File: config.mk
export PLATFORM = sky130hd
export DESIGN_NAME = utick_timer
export DESIGN_NICKNAME = d
export VERILOG_FILES = /design/src/rtl/utmr_pkg.sv /design/src/rtl/utmr_counter.sv /design/src/rtl/utmr_pending.sv /design/src/rtl/utmr_regs.sv /design/src/rtl/utick_timer.sv
export SDC_FILE = /design/constraint.sdc
export NUM_CORES = 1
export LEC_CHECK = 0
export ABC_AREA = 1
export CAP_MARGIN = 20
export CORE_ASPECT_RATIO = 1.75
export CORE_MARGIN = 3
export CORE_UTILIZATION = 59
export DETAILED_ROUTE_END_ITERATION = 8
export PLACE_DENSITY = 0.87
export SETUP_SLACK_MARGIN = 0.1
export SLEW_MARGIN = 20
export SYNTH_ARGS = -nofsm -noshare
export SYNTH_HDL_FRONTEND = slang
export SYNTH_HIERARCHICAL = 1
export SYNTH_SLANG_ARGS = --single-unit
File: constraint.sdc
create_clock -name clk -period 4.2 [get_ports clk]
set_input_delay 0.42 -clock clk [delete_from_list [all_inputs] [get_ports clk]]
set_output_delay 0.42 -clock clk [all_outputs]
set_load 0.01 [all_outputs]
File: src/rtl/utmr_pkg.sv
package utmr_pkg;
    localparam int DATA_W     = 32;
    localparam int CNT_W_DEF  = 29;
    localparam int EN_BIT     = 31;
    localparam int MODE_BIT   = 30;
    localparam int PEND_BIT   = 30;
    localparam int SEL_BIT    = 2;

    typedef enum logic { REG_TRIG = 1'b0, REG_STAT = 1'b1 } reg_sel_e;

    typedef struct packed {
        logic enable;
        logic periodic;
    } tmr_mode_t;

    function automatic reg_sel_e decode_sel(input logic sel_bit);
        return sel_bit ? REG_STAT : REG_TRIG;
    endfunction
endpackage

File: src/rtl/utmr_counter.sv
module utmr_counter
    import utmr_pkg::*;
#(
    parameter int CNT_W = CNT_W_DEF
) (
    input  logic             clk,
    input  logic             rst,
    input  logic             tick,
    input  logic             load,
    input  logic [CNT_W-1:0] load_value,
    input  tmr_mode_t        mode,
    input  logic [CNT_W-1:0] reload_value,
    output logic [CNT_W-1:0] count,
    output logic             expire
);
    logic step;
    logic at_zero;

    assign step    = mode.enable & tick & ~load;
    assign at_zero = (count == '0);
    assign expire  = step & at_zero;

    always_ff @(posedge clk) begin
        if (rst) begin
            count <= '0;
        end else if (load) begin
            count <= load_value;
        end else if (step) begin
            if (at_zero)
                count <= mode.periodic ? reload_value : '0;
            else
                count <= count - 1'b1;
        end
    end

    AST_CNT_BOUND: assert property (@(posedge clk) disable iff (rst)
        mode.enable |-> (count <= reload_value));

    AST_IDLE_STABLE: assert property (@(posedge clk) disable iff (rst)
        (!load && (!mode.enable || !tick)) |=> $stable(count));

    AST_LOAD_WINS: assert property (@(posedge clk) disable iff (rst)
        load |=> (count == $past(load_value)));
endmodule

File: src/rtl/utmr_pending.sv
module utmr_pending (
    input  logic clk,
    input  logic rst,
    input  logic set,
    input  logic clr,
    output logic pending
);
    always_ff @(posedge clk) begin
        if (rst)
            pending <= 1'b0;
        else if (set)
            pending <= 1'b1;
        else if (clr)
            pending <= 1'b0;
    end

    AST_IRQ_SET: assert property (@(posedge clk) disable iff (rst)
        set |=> pending);

    AST_IRQ_HOLD: assert property (@(posedge clk) disable iff (rst)
        (pending && !clr) |=> pending);

    AST_IRQ_CLR: assert property (@(posedge clk) disable iff (rst)
        (clr && !set) |=> !pending);
endmodule

File: src/rtl/utmr_regs.sv
module utmr_regs
    import utmr_pkg::*;
#(
    parameter int CNT_W  = CNT_W_DEF,
    parameter int ADDR_W = 3
) (
    input  logic              clk,
    input  logic              rst,
    input  logic              wr_en,
    input  logic [ADDR_W-1:0] addr,
    input  logic [DATA_W-1:0] wr_data,
    input  logic              expire,
    input  logic [CNT_W-1:0]  count,
    input  logic              pending,
    output tmr_mode_t         mode,
    output logic [CNT_W-1:0]  reload_value,
    output logic              load,
    output logic [CNT_W-1:0]  load_value,
    output logic              clr,
    output logic [DATA_W-1:0] rd_data
);
    reg_sel_e sel;

    assign sel        = decode_sel(addr[SEL_BIT]);
    assign load       = wr_en && (sel == REG_TRIG);
    assign load_value = wr_data[CNT_W-1:0];
    assign clr        = wr_en && (sel == REG_STAT) && wr_data[PEND_BIT];

    always_ff @(posedge clk) begin
        if (rst) begin
            mode         <= '0;
            reload_value <= '0;
        end else if (load) begin
            mode.enable   <= wr_data[EN_BIT];
            mode.periodic <= wr_data[MODE_BIT];
            reload_value  <= wr_data[CNT_W-1:0];
        end else if (expire && !mode.periodic) begin
            mode.enable <= 1'b0;
        end
    end

    always_comb begin
        rd_data = '0;
        if (sel == REG_TRIG) begin
            rd_data[EN_BIT]      = mode.enable;
            rd_data[MODE_BIT]    = mode.periodic;
            rd_data[CNT_W-1:0]   = reload_value;
        end else begin
            rd_data[PEND_BIT]    = pending;
            rd_data[CNT_W-1:0]   = count;
        end
    end

    AST_ONESHOT_STOP: assert property (@(posedge clk) disable iff (rst)
        (expire && !mode.periodic && !load) |=> !mode.enable);

    AST_PERIODIC_KEEP: assert property (@(posedge clk) disable iff (rst)
        (expire && mode.periodic && !load) |=> mode.enable);
endmodule

File: src/rtl/utick_timer.sv
module utick_timer
    import utmr_pkg::*;
#(
    parameter int CNT_W  = CNT_W_DEF,
    parameter int ADDR_W = 3
) (
    input  logic              clk,
    input  logic              rst,
    input  logic              tick,
    input  logic              wr_en,
    input  logic [ADDR_W-1:0] addr,
    input  logic [31:0]       wr_data,
    output logic [31:0]       rd_data,
    output logic              irq
);
    tmr_mode_t        mode;
    logic [CNT_W-1:0] reload_value;
    logic [CNT_W-1:0] load_value;
    logic [CNT_W-1:0] count;
    logic             load;
    logic             clr;
    logic             expire;
    logic             pending;

    utmr_regs #(.CNT_W(CNT_W), .ADDR_W(ADDR_W)) u_regs (
        .clk          (clk),
        .rst          (rst),
        .wr_en        (wr_en),
        .addr         (addr),
        .wr_data      (wr_data),
        .expire       (expire),
        .count        (count),
        .pending      (pending),
        .mode         (mode),
        .reload_value (reload_value),
        .load         (load),
        .load_value   (load_value),
        .clr          (clr),
        .rd_data      (rd_data)
    );

    utmr_counter #(.CNT_W(CNT_W)) u_cnt (
        .clk          (clk),
        .rst          (rst),
        .tick         (tick),
        .load         (load),
        .load_value   (load_value),
        .mode         (mode),
        .reload_value (reload_value),
        .count        (count),
        .expire       (expire)
    );

    utmr_pending u_pend (
        .clk     (clk),
        .rst     (rst),
        .set     (expire),
        .clr     (clr),
        .pending (pending)
    );

    assign irq = pending;

    initial begin
        AST_CNT_FITS: assert (CNT_W >= 1 && CNT_W <= 29);
    end
endmodule

Word-level counts from Yosys, hierarchy flattened --
Cells that the tools add are included. W data, S select, Z words.
Cells by class: bitwise operators 5, reduce and logical (&&, ||, !) cells 9, multiplexer cells 12, add/subtract/negate cells 1
Operators by type and width (number):
- $mux W29 | 5
- $logic_not A29 Y1 | 1
- $sub A29 B1 Y29 const B | 1
- $mux W1 | 7
- $reduce_bool A2 Y1 | 3
- $logic_and A1 B1 Y1 | 4
- $and A1 B1 Y1 | 3
- $not A1 Y1 | 2
- $logic_not A1 Y1 | 1
Word-level totals: logic and storage cells 32, flip-flop bits (word level) 61, input port bits 39

Depth between registers and ports, before layout --
Gate-level depths: netlist of run 1.
depth after elaboration 9, mapped depth 13, depth with buffers taken out 12

Cells and area by module --
The synthesis of run 1 kept the hierarchy.
By module, submodules not included:
- utmr_counter | cells each 468, seq. area each 580.6 µm², instances 1, area each 2763.9 µm²
- utmr_regs | cells each 272, seq. area each 620.6 µm², instances 1, area each 1735.4 µm²
- utmr_pending | cells each 5, seq. area each 20.0 µm², instances 1, area each 40.0 µm²

Least setup slack after synthesis of run 1 --
OpenSTA, ideal clock, no wires.
path type register to register, from register u_cnt.count[0], to register, netlist name u_regs/mode[1], slack 2.433 ns, arrival 1.653 ns, path buffers 0, stages on the path, launching flop included 12, library setup time 0.114 ns, period minus slack after synthesis 1.767 ns, cell sequence dfxtp_1 -> inv_1 -> ha_1 -> nand2_4 -> nor2_4 -> nand2_1 -> nor2_1 -> nand4_1 -> nor3_1 -> nand2_1 -> a21oi_1 -> nor2_1
Between the ends: cells in the longest elaborated chain, start to end 4
RTL lines:
- start: declaration | line utmr_counter.sv:13 | output logic [CNT_W-1:0] count,
- start signal: assignment | line utmr_counter.sv:27 | count <= load_value;
- start signal: assignment | line utmr_counter.sv:30 | count <= mode.periodic ? reload_value : '0;
- start signal: assignment | line utmr_counter.sv:32 | count <= count - 1'b1;
- $logic_not A29 Y1 | line utmr_counter.sv:20 | assign at_zero = (count == '0);
- $and A1 B1 Y1 | line utmr_counter.sv:21 | assign expire = step & at_zero;
- named net expire | line utick_timer.sv:22 | logic expire;
- $logic_and A1 B1 Y1 | line utmr_regs.sv:37 | end else if (expire && !mode.periodic) begin
- $reduce_bool A2 Y1 (no source line)
The timed path passes the listed nets, and every way through them passes these cells. A chain may end at the register's enable or synchronous reset.

Final worst setup path of run 1 --
from input port addr[2], to output port rd_data[16]
Between the ends: cells in the longest elaborated chain, start to end 2
RTL lines:
- start: declaration | line utick_timer.sv:11 | input logic [ADDR_W-1:0] addr,
- $mux W1 | line utmr_pkg.sv:17 | return sel_bit ? REG_STAT : REG_TRIG;
- $mux W29 | line utmr_regs.sv:44 | if (sel == REG_TRIG) begin
- end: declaration | line utick_timer.sv:13 | output logic [31:0] rd_data,
Every way passes these cells.

==> run metrics, run 1 <==
Req. time, crit path 3.78 ns; maximum VDD drop 308.7 uV; # port buffers between 60 and 70; Yosys top cell by area dfxtp_1; largest net degree at the start of global routing 47; n_diodes 0; number of global-route vias before repair 4600; final WL 13130 um; TNS Setup 0 ns; io pins 72; Final setup viols 0; worst rel slew slack 36.46%; min-delay src u_pend/pending$_SDFFE_PP0P_; # DRC 0; Compound-Gate Fraction of Synth Area 14.55%; clk slew on worst S/H paths around 0.05 ns; Worst Setup End Kind output pin; cts bufs inserted 9; Gate power share 36.6%; Max clock buf depth 2; Post-Synth Simple-Gate Area 40.79%; Hold EP u_pend/pending$_SDFFE_PP0P_; Period minus WS final ~2.9 ns; top cells by count, synth nand2_1 (234), nor2_1 (114), dfxtp_1 (61); # fillers 668; CTS tree done; synthesized area per cell 6.093 sq um; Core Footprint 7336 sq um; Initial Utilization 61.88%; syn_nets 785; worst-path maximum fanout 35; Gate Count Post-Synth 745; Post-Syn Area 4539 sq um; DRT iter0 DRCs approximately 290; Worst Clk Skew about 0.0062 ns; Fmax roughly 350 MHz; Vias 4774; status completed; largest family of logic cells by synthesized area simple AND/OR/NAND/NOR gates; layout cells sized above 1 8.214%; top routing layer in use met4; first-pass GRT wire length about 21000 um; FF-to-FF path depth 12; Syn-to-layout area delta 13.59%; post-route cell area 5156 sq um; Hold-fix buffers, CTS 0; GR Overflow Total 0; clk root buf clkbuf_16; Slew @ Worst Pin 0.9520 ns; M1 WL 4924 um; startpoint types primary input; Sink Count 61; initial antenna violation count 0; Int Power 1.398 mW; multiplexer share of the synthesized area 0%; Adder-Cell Fraction of Synth Area less than 1%; DIE WIDTH 72.31 um; H-tree depth 3; number of distinct library cells after synthesis 37; count leader, synth nand2_1; sw frac 37.29%; vias per inst 5.597; worst endpoint data arrival time 2.44 ns; FFs w/ async S/R, synth 0%; Main synth FF type dfxtp_1; worst hold path depth 2; Post-Place Cell Area 4863 sq um; Post-CTS Resized 0; All-Layer GR Usage 30.56%; DP Cell Count between 800 and 900; setup bufs post-CTS 0; Hold Fails Final Rpt 0; r2r setup slk 1.97 ns; hpwl dp ~8600 um; Leakage ~2.4 nW; met3 routed WL 687 um; Final nets 802; yosys warns 6; Initial DRT Pass Iterations 5; reg2reg end u_cnt/count[25]$_SDFFE_PP0P_; Yosys reg bits 61; post-synthesis sequential area ratio a little over a quarter; Sequential Power Share 30.8%; Final Cycle Share 68.15%; Slew Viols, Final 0; Psw 0.8314 mW; Reg area ~1200 sq um; worst reg2reg startpoint u_cnt/count[0]$_SDFFE_PP0P_; EDFF count, synth 0; Die H 122.0 um; die area 8824 sq um; post-route insts no fill 853; Met2 Wirelength 7120 um; global placement routability congestion 0.9705; max-cap check violation count 0; top area cells in the synthesized netlist dfxtp_1 (27%), nand2_1 (19%), nor2_1 (9.4%); RSZ-0062 raised after global routing no; Multi-input gate area ~2600 sq um; Hold WC Path Type reg -> reg; routed len/inst 15.39 um; Yosys top cell area share between 20% and 30%; Power Density 432.5 nW/um^2; XOR/XNOR Fraction of Synth Area 1.544%; row cnt slightly above 40; Clk pwr share 32.7%; critical path type in -> out; clock latency reported for the late side of the worst-skew pair 0.33 ns; final antenna-violating net count 0
sequential cells by signal, indices dropped and copies added, names as in the netlist:
name,flops
u_regs/reload_value,29
u_pend/pending,1
u_cnt/count,29
u_regs/mode,2
through the flow:
| step | setup WS [ns] | utilization [%] | power (mW) | hold slack, ns |
|---|---|---|---|---|
| 6_report | 1.338 | 70.29 | 2.230 | 0.4863 |
| 5_1_grt | 1.267 | 70.29 | 2.363 | 0.5124 |
| 4_1_cts | 1.365 | 70.29 | 2.228 | 0.4889 |
| 3_5_place_dp | 1.264 | 66.30 | 1.497 | 0.4797 |
| 3_3_place_gp | 1.308 | 66.30 | 1.477 | 0.4731 |
| 2_1_floorplan | 2.433 | - | 1.304 | 0.4564 |
area by class of cell:
class                   instances  share of cell area (%)
well taps                      86                   2.087
inverters                      58                   4.271
clock inverters                 5                  0.9706
multi-input cells             559                   50.40
flip-flops and latches         61                   23.68
repair buffers                 73                   13.88
clock buffers                  11                   4.708
critical path, stage by stage:
cell and delay, ns:
clkdlybuf4s50_1 0.40, buf_4 0.27, inv_2 0.54, nand2_1 0.12
nand2_1 0.13, clkdlybuf4s50_1 0.54
metal layers:
| layer | global-route usage (%) | vias up |
|---|---|---|
| met3 | 4.624 | 39 |
| met4 | 18.82 | 0 |
| met5 | 0 | - |
| met1 | 32.01 | 2192 |
| met2 | 55.37 | 178 |
| li1 | - | 2365 |
power groups by stage:
stage / logic [mW] / registers, mW / clock network (mW)
finish: 0.815 / 0.686 / 0.728
detailed placement: 0.800 / 0.697 / 0
floorplan: 0.625 / 0.680 / 0
global placement: 0.783 / 0.694 / 0
global route: 0.907 / 0.693 / 0.763
CTS: 0.805 / 0.685 / 0.738
how the worst max path moves through the flow:
stage	start	to	slack [ns]
after floorplan	u_cnt/count[0]$_SDFFE_PP0P_	u_regs/mode[1]$_SDFFE_PP0P_	2.43
after global placement	addr[2]	u_cnt/count[16]$_SDFFE_PP0P_	1.31
after detailed placement	addr[2]	u_cnt/count[25]$_SDFFE_PP0P_	1.26
after CTS	addr[2]	rd_data[27]	1.36
after global routing	addr[2]	rd_data[27]	1.27
final	addr[2]	rd_data[16]	1.34
cell families after synthesis:
kind of cell / after synthesis
AOI/OAI and AO/OA: 118
xor gates and xnor gates: 8
adders and majority gates: 1
buffers and inverters: 125
DFF: 61
other: 1
and+or+nand+nor: 431
placed cells by master (no fill, tap or decap), drive strengths merged:
cell             n
nand2          239
nor2           125
o21ai           74
clkdlybuf4s50   67
dfxtp           61
inv             58
nand3           43
a21oi           33
nand4           16
clkbuf          11
o21bai           9
buf              6
xnor2            5
clkinv           4
nand3b           4
xor2             3
or2              3
a31oi            2
bufinv           1
nor3             1
ha               1
conb             1
Note: power is estimated with default switching activity, not from simulation.
==> run 2: changes to the inputs <==
--- a/config.mk
+++ b/config.mk
@@ -9,9 +9,9 @@
 export CAP_MARGIN = 20
 export CORE_ASPECT_RATIO = 1.75
 export CORE_MARGIN = 3
-export CORE_UTILIZATION = 59
+export CORE_UTILIZATION = 50
 export DETAILED_ROUTE_END_ITERATION = 8
-export PLACE_DENSITY = 0.87
+export PLACE_DENSITY = 0.78
 export SETUP_SLACK_MARGIN = 0.1
 export SLEW_MARGIN = 20
 export SYNTH_ARGS = -nofsm -noshare
==> constraint.sdc (replaced) <==
create_clock -name clk -period 2.35 [get_ports clk]
set_input_delay 0.235 -clock clk [delete_from_list [all_inputs] [get_ports clk]]
set_output_delay 0.235 -clock clk [all_outputs]
set_load 0.01 [all_outputs]
==> run 2 against run 1 <==
Net effect:
- critical path depth down 1
- final area is 3.5% higher
- combinational power increased by 88%
- cell count grew 5.4%
- worst setup slack worse by 1.2 ns
- clock power rose by 85%
- first-iteration DRC count fell by 1.4%
- sequential share of layout area down 0.80 points
- largest power group unchanged
==> run metrics, run 2 (same netlist as run 1, synthesis figures left out) <==
status completed; worst-path maximum fanout 12; commonest non-fill, non-tap cell in the layout nand2_1; Hold-fix buffers, CTS 0; worst endpoint data arrival time 1.94 ns; hpwl dp between 9000 and 10000 um; worst rel slew slack 35.61%; GR Overflow Total 0; Hold Fails Final Rpt 0; commonest cells after routing, fill and taps aside nand2_1 (234), nor2_1 (114), clkdlybuf4s50_1 (67); crit-path cells clkdlybuf4s50_1 -> buf_4 -> nand2_1 -> nand2_1 -> clkdlybuf4s50_1; clock latency reported for the late side of the worst-skew pair 0.34 ns; # port buffers 67; critical path type in -> out; largest registers u_cnt/count x29, u_regs/reload_value x29, u_regs/mode x2; first-pass GRT wire length 21900 um; RSZ-0062 raised after global routing no; All-Layer GR Usage 26.64%; die area between 10000 and 15000 sq um; Fmax 459.9 MHz; Slew @ Worst Pin just under 1 ns; clk slew on worst S/H paths 0.05 ns; Max clock buf depth 2; final WL 13380 um; Period minus WS final 2.174 ns; Req. time, crit path ~2.1 ns; n_diodes 0; Slew Viols, Final 0; initial antenna violation count 0; Psw 1.551 mW; Worst Setup End Kind output pin; DRT iter0 DRCs slightly below 300; maximum VDD drop 497.7 uV; Power Density 768.2 nW/um^2; Vias 4842; global placement routability congestion 0.9178; Core Footprint ~9000 sq um; sw frac 37.82%; clk root buf clkbuf_16; final antenna-violating net count 0; Gate power share 37.3%; layout cells sized above 1 between 10% and 20%; Leakage 2.425 nW; vias per inst 5.386; Sequential Power Share 29.7%; number of global-route vias before repair 4746; max-cap check violation count 0; TNS Setup 0 ns; DIE WIDTH 78.03 um; # DRC 0; Die H 132.0 um; crit-path max cell delay 0.69 ns; Hold WC Path Type reg -> reg; routed len/inst 14.89 um; Syn-to-layout area delta 17.59%; Sink Count 61; CTS tree done; Final setup viols 0; Clk pwr share 33.0%; H-tree depth 3; Initial DRT Pass Iterations 6; Final nets just over 800; slowest stage cell, crit path clkdlybuf4s50_1; io pins 72; Worst Clk Skew 0.006454 ns; startpoint types primary input; cts bufs inserted 9; Initial Utilization about half; Int Power 2.550 mW; row cnt 45; Final Cycle Share 92.52%; largest net degree at the start of global routing 31; WHS 0.4819 ns
run 2: changes by cell type in the layout (fill, tap and decap cells not counted):
cell / previous run / this run
buf_6: 0 / 1
nor3_2: 0 / 1
clkinvlp_4: 0 / 2
nor3_1: 1 / 0
clkinv_2: 4 / 1
buf_12: 0 / 1
inv_6: 0 / 1
buf_4: 6 / 19
run 2: what timing repair did:
item,4_1_cts,5_1_grt
endpoints found under the hold margin,0,0
resized for setup,0,2
buffers inserted,0,0
endpoints found under the setup margin,0,3
run 2: metrics by stage:
step / cells / setup WS, ns / power (mW) / util, % / cell area [sq um]
after CTS: 899 / 0.1742 / 4.092 / 60.67 / 5329
after global placement: 883 / 0.1673 / 2.707 / 57.24 / 5027
after detailed placement: 883 / 0.1679 / 2.733 / 57.24 / 5027
final: 899 / 0.1758 / 4.101 / 60.77 / 5338
after global routing: 899 / 0.1228 / 4.352 / 60.77 / 5338
after floorplan: 745 / 0.5829 / 2.331 / - / 4539
run 2: path summary, 6_finish.rpt:
| kind | start | cells after the start | slack, ns | to |
|---|---|---|---|---|
| setup reg to reg | u_cnt/count[0]$_SDFFE_PP0P_ | 10 | 0.31 | u_cnt/count[10]$_SDFFE_PP0P_ |
| setup / recovery | addr[2] | 5 | 0.18 | rd_data[14] |
| hold reg to reg | u_pend/pending$_SDFFE_PP0P_ | 2 | 0.48 | u_pend/pending$_SDFFE_PP0P_ |
| hold / removal | u_pend/pending$_SDFFE_PP0P_ | 2 | 0.48 | u_pend/pending$_SDFFE_PP0P_ |
run 2: cell type report:
type,instances,area [sq um]
clock inverters,5,58.81
clock buffers,11,242.7
fillers,875,3446
flip-flops and latches,61,1221
repair buffers,88,844.6
inverters,58,220.2
well taps,117,146.4
multi-input cells,559,2604
run 2: metal layers:
metal  vias up  wire length (um)  track usage (%)
li1       2394                 -                -
met1      2211              5014            27.86
met2       184              6997            47.61
met3        53               648            3.420
met4         0               722            19.26
met5         -                 0                0
run 2: power groups by stage:
| stage | Sequential (mW) | Clock [mW] | Combinational [mW] |
|---|---|---|---|
| final | 1.22 | 1.35 | 1.53 |
| after global routing | 1.23 | 1.41 | 1.72 |
| after CTS | 1.22 | 1.37 | 1.51 |
| after detailed placement | 1.24 | 0 | 1.50 |
| after global placement | 1.23 | 0 | 1.47 |
| after floorplan | 1.22 | 0 | 1.12 |
run 2: critical path: cells and delay by family:
family | cells | cell delay, ns
buf+inv | 3 | 1.52
simple gates | 2 | 0.18
==> run 3: changes to the inputs <==
--- a/config.mk
+++ b/config.mk
@@ -11,6 +11,7 @@
 export CORE_MARGIN = 3
 export CORE_UTILIZATION = 50
 export DETAILED_ROUTE_END_ITERATION = 8
+export GPL_ROUTABILITY_DRIVEN = 0
 export PLACE_DENSITY = 0.78
 export SETUP_SLACK_MARGIN = 0.1
 export SLEW_MARGIN = 20
==> run 3 against run 2 <==
Net effect:
- fmax increased by 0.37%
- sequential cell count unchanged
- die area stayed put
- critical endpoint unchanged
- largest cell class unchanged
==> run metrics, run 3 (same netlist as run 1, synthesis figures left out) <==
status completed; worst reg2reg startpoint u_cnt/count[1]$_SDFFE_PP0P_; vias per inst 5.355; largest registers u_cnt/count x29, u_regs/reload_value x29, u_regs/mode x2; slowest stage cell, crit path clkdlybuf4s50_1; Req. time, crit path 2.12 ns; setup bufs post-CTS 0; Hold EP u_pend/pending$_SDFFE_PP0P_; sw frac 39.12%; FF-to-FF path depth 12; Sequential Power Share around 31%; Clk pwr share between 30% and 40%; Leakage 2.417 nW; cts bufs inserted 9; worst hold path depth 2; reg2reg end u_cnt/count[19]$_SDFFE_PP0P_; Fmax 461.7 MHz; Final Cycle Share 92.17%; # DRC 0; worst endpoint data arrival time approximately 1.9 ns; RSZ-0062 raised after global routing no; Power Density between 700 and 800 nW/um^2; final antenna-violating net count 0; Sink Count 61; final WL roughly 13000 um; commonest non-fill, non-tap cell in the layout nand2_1; DRT iter0 DRCs just under 400; Initial Utilization 51.68%; largest net degree at the start of global routing 46; Buf/Inv on CP 3; Final setup viols 0; Core Footprint 8783 sq um; critical path type in -> out; startpoint types primary input; routed len/inst 14.69 um; r2r setup slk 0.37 ns; Worst Setup End Kind output pin; hpwl dp 9012 um; die area slightly above 10000 sq um; Psw roughly 1.5 mW; crit-path cells clkdlybuf4s50_1 -> buf_4 -> nand2_1 -> nand2_1 -> clkdlybuf4s50_1; worst-path maximum fanout 15; CTS tree done; clk slew on worst S/H paths 0.05 ns; n_diodes 0; clk root buf clkbuf_16; Die H 132.0 um; row cnt 45; Slew Viols, Final 0; Slew @ Worst Pin 0.9506 ns; Post-CTS Resized 0; layout cells sized above 1 between 10% and 20%; Worst Clk Skew 0.004551 ns; H-tree depth 3; TNS Setup 0 ns; maximum VDD drop 447.6 uV; Initial DRT Pass Iterations 6; Int Power between 2 and 2.5 mW; worst rel slew slack 36.56%; number of global-route vias before repair 4742; Worst Slack Setup Final 0.1839 ns; commonest cells after routing, fill and taps aside nand2_1 (234), nor2_1 (114), clkdlybuf4s50_1 (67); dpl ws 0.1981 ns; Final nets 819; All-Layer GR Usage 26.38%; Hold Fails Final Rpt 0; Period minus WS final 2.166 ns; Vias 4825; min-delay src u_pend/pending$_SDFFE_PP0P_; Hold-fix buffers, CTS 0; max-cap check violation count 0; crit-path max cell delay ~0.68 ns; Hold WC Path Type reg -> reg; CP delay by family, top buffers and inverters; first-pass GRT wire length 22040 um; io pins 72; DIE WIDTH 78.03 um; GR Overflow Total 0; clock latency reported for the late side of the worst-skew pair between 0.3 and 0.4 ns; # port buffers between 60 and 70; Max clock buf depth 2; Gate power share 38.6%; Syn-to-layout area delta 16.73%; initial antenna violation count 0
-- run 3: routing by layer --
| layer | part of all wire, % | GRT usage (%) | vias to the layer above |
|---|---|---|---|
| met5 | 0 | 0 | - |
| met4 | 5.5 | 17.41 | 0 |
| met3 | 6.1 | 5.198 | 62 |
| met2 | 52 | 46.99 | 218 |
| met1 | 36 | 27.32 | 2147 |
| li1 | - | - | 2398 |
-- run 3: area by class of cell --
type / instances / area (sq um)
clock buffer: 10 / 229.0
clock inverter: 6 / 40.04
fill: 879 / 3485
inverter: 58 / 220.2
multi-input combinational: 559 / 2599
sequential: 61 / 1221
tap: 117 / 146.4
timing repair buffer: 90 / 843.3
-- run 3: worst min-delay path: stages (launching register included) --
cell and delay (ns):
dfxtp_1 0.32, nand2_1 0.08, a21oi_2 0.05
-- run 3: worst max path at each step --
stage                                              to  slack (ns)                        start  cells after the start
after global placement                    rd_data[14]        0.19                      addr[2]                      5
after floorplan           u_regs/mode[1]$_SDFFE_PP0P_        0.58  u_cnt/count[0]$_SDFFE_PP0P_                     11
after CTS                                 rd_data[14]        0.19                      addr[2]                      5
after detailed placement                  rd_data[14]        0.20                      addr[2]                      5
final                                     rd_data[14]        0.18                      addr[2]                      5
after global routing                      rd_data[14]        0.11                      addr[2]                      5
-- run 3: through the flow --
step	instance area, sq um	hold slack, ns	util, %	instances	total power, mW
2_1_floorplan	4539	0.2974	-	745	2.331
6_report	5299	0.4963	60.33	901	3.952
4_1_cts	5299	0.4957	60.33	901	3.935
3_3_place_gp	5030	0.4769	57.27	885	2.688
3_5_place_dp	5030	0.4882	57.27	885	2.718
5_1_grt	5299	0.5144	60.33	901	4.191
-- run 3: power groups by stage --
| stage | combinational, mW | sequential (mW) | clock, mW |
|---|---|---|---|
| global placement | 1.46 | 1.23 | 0 |
| floorplan | 1.12 | 1.22 | 0 |
| CTS | 1.50 | 1.21 | 1.22 |
| global route | 1.69 | 1.22 | 1.28 |
| finish | 1.53 | 1.21 | 1.22 |
| detailed placement | 1.49 | 1.23 | 0 |
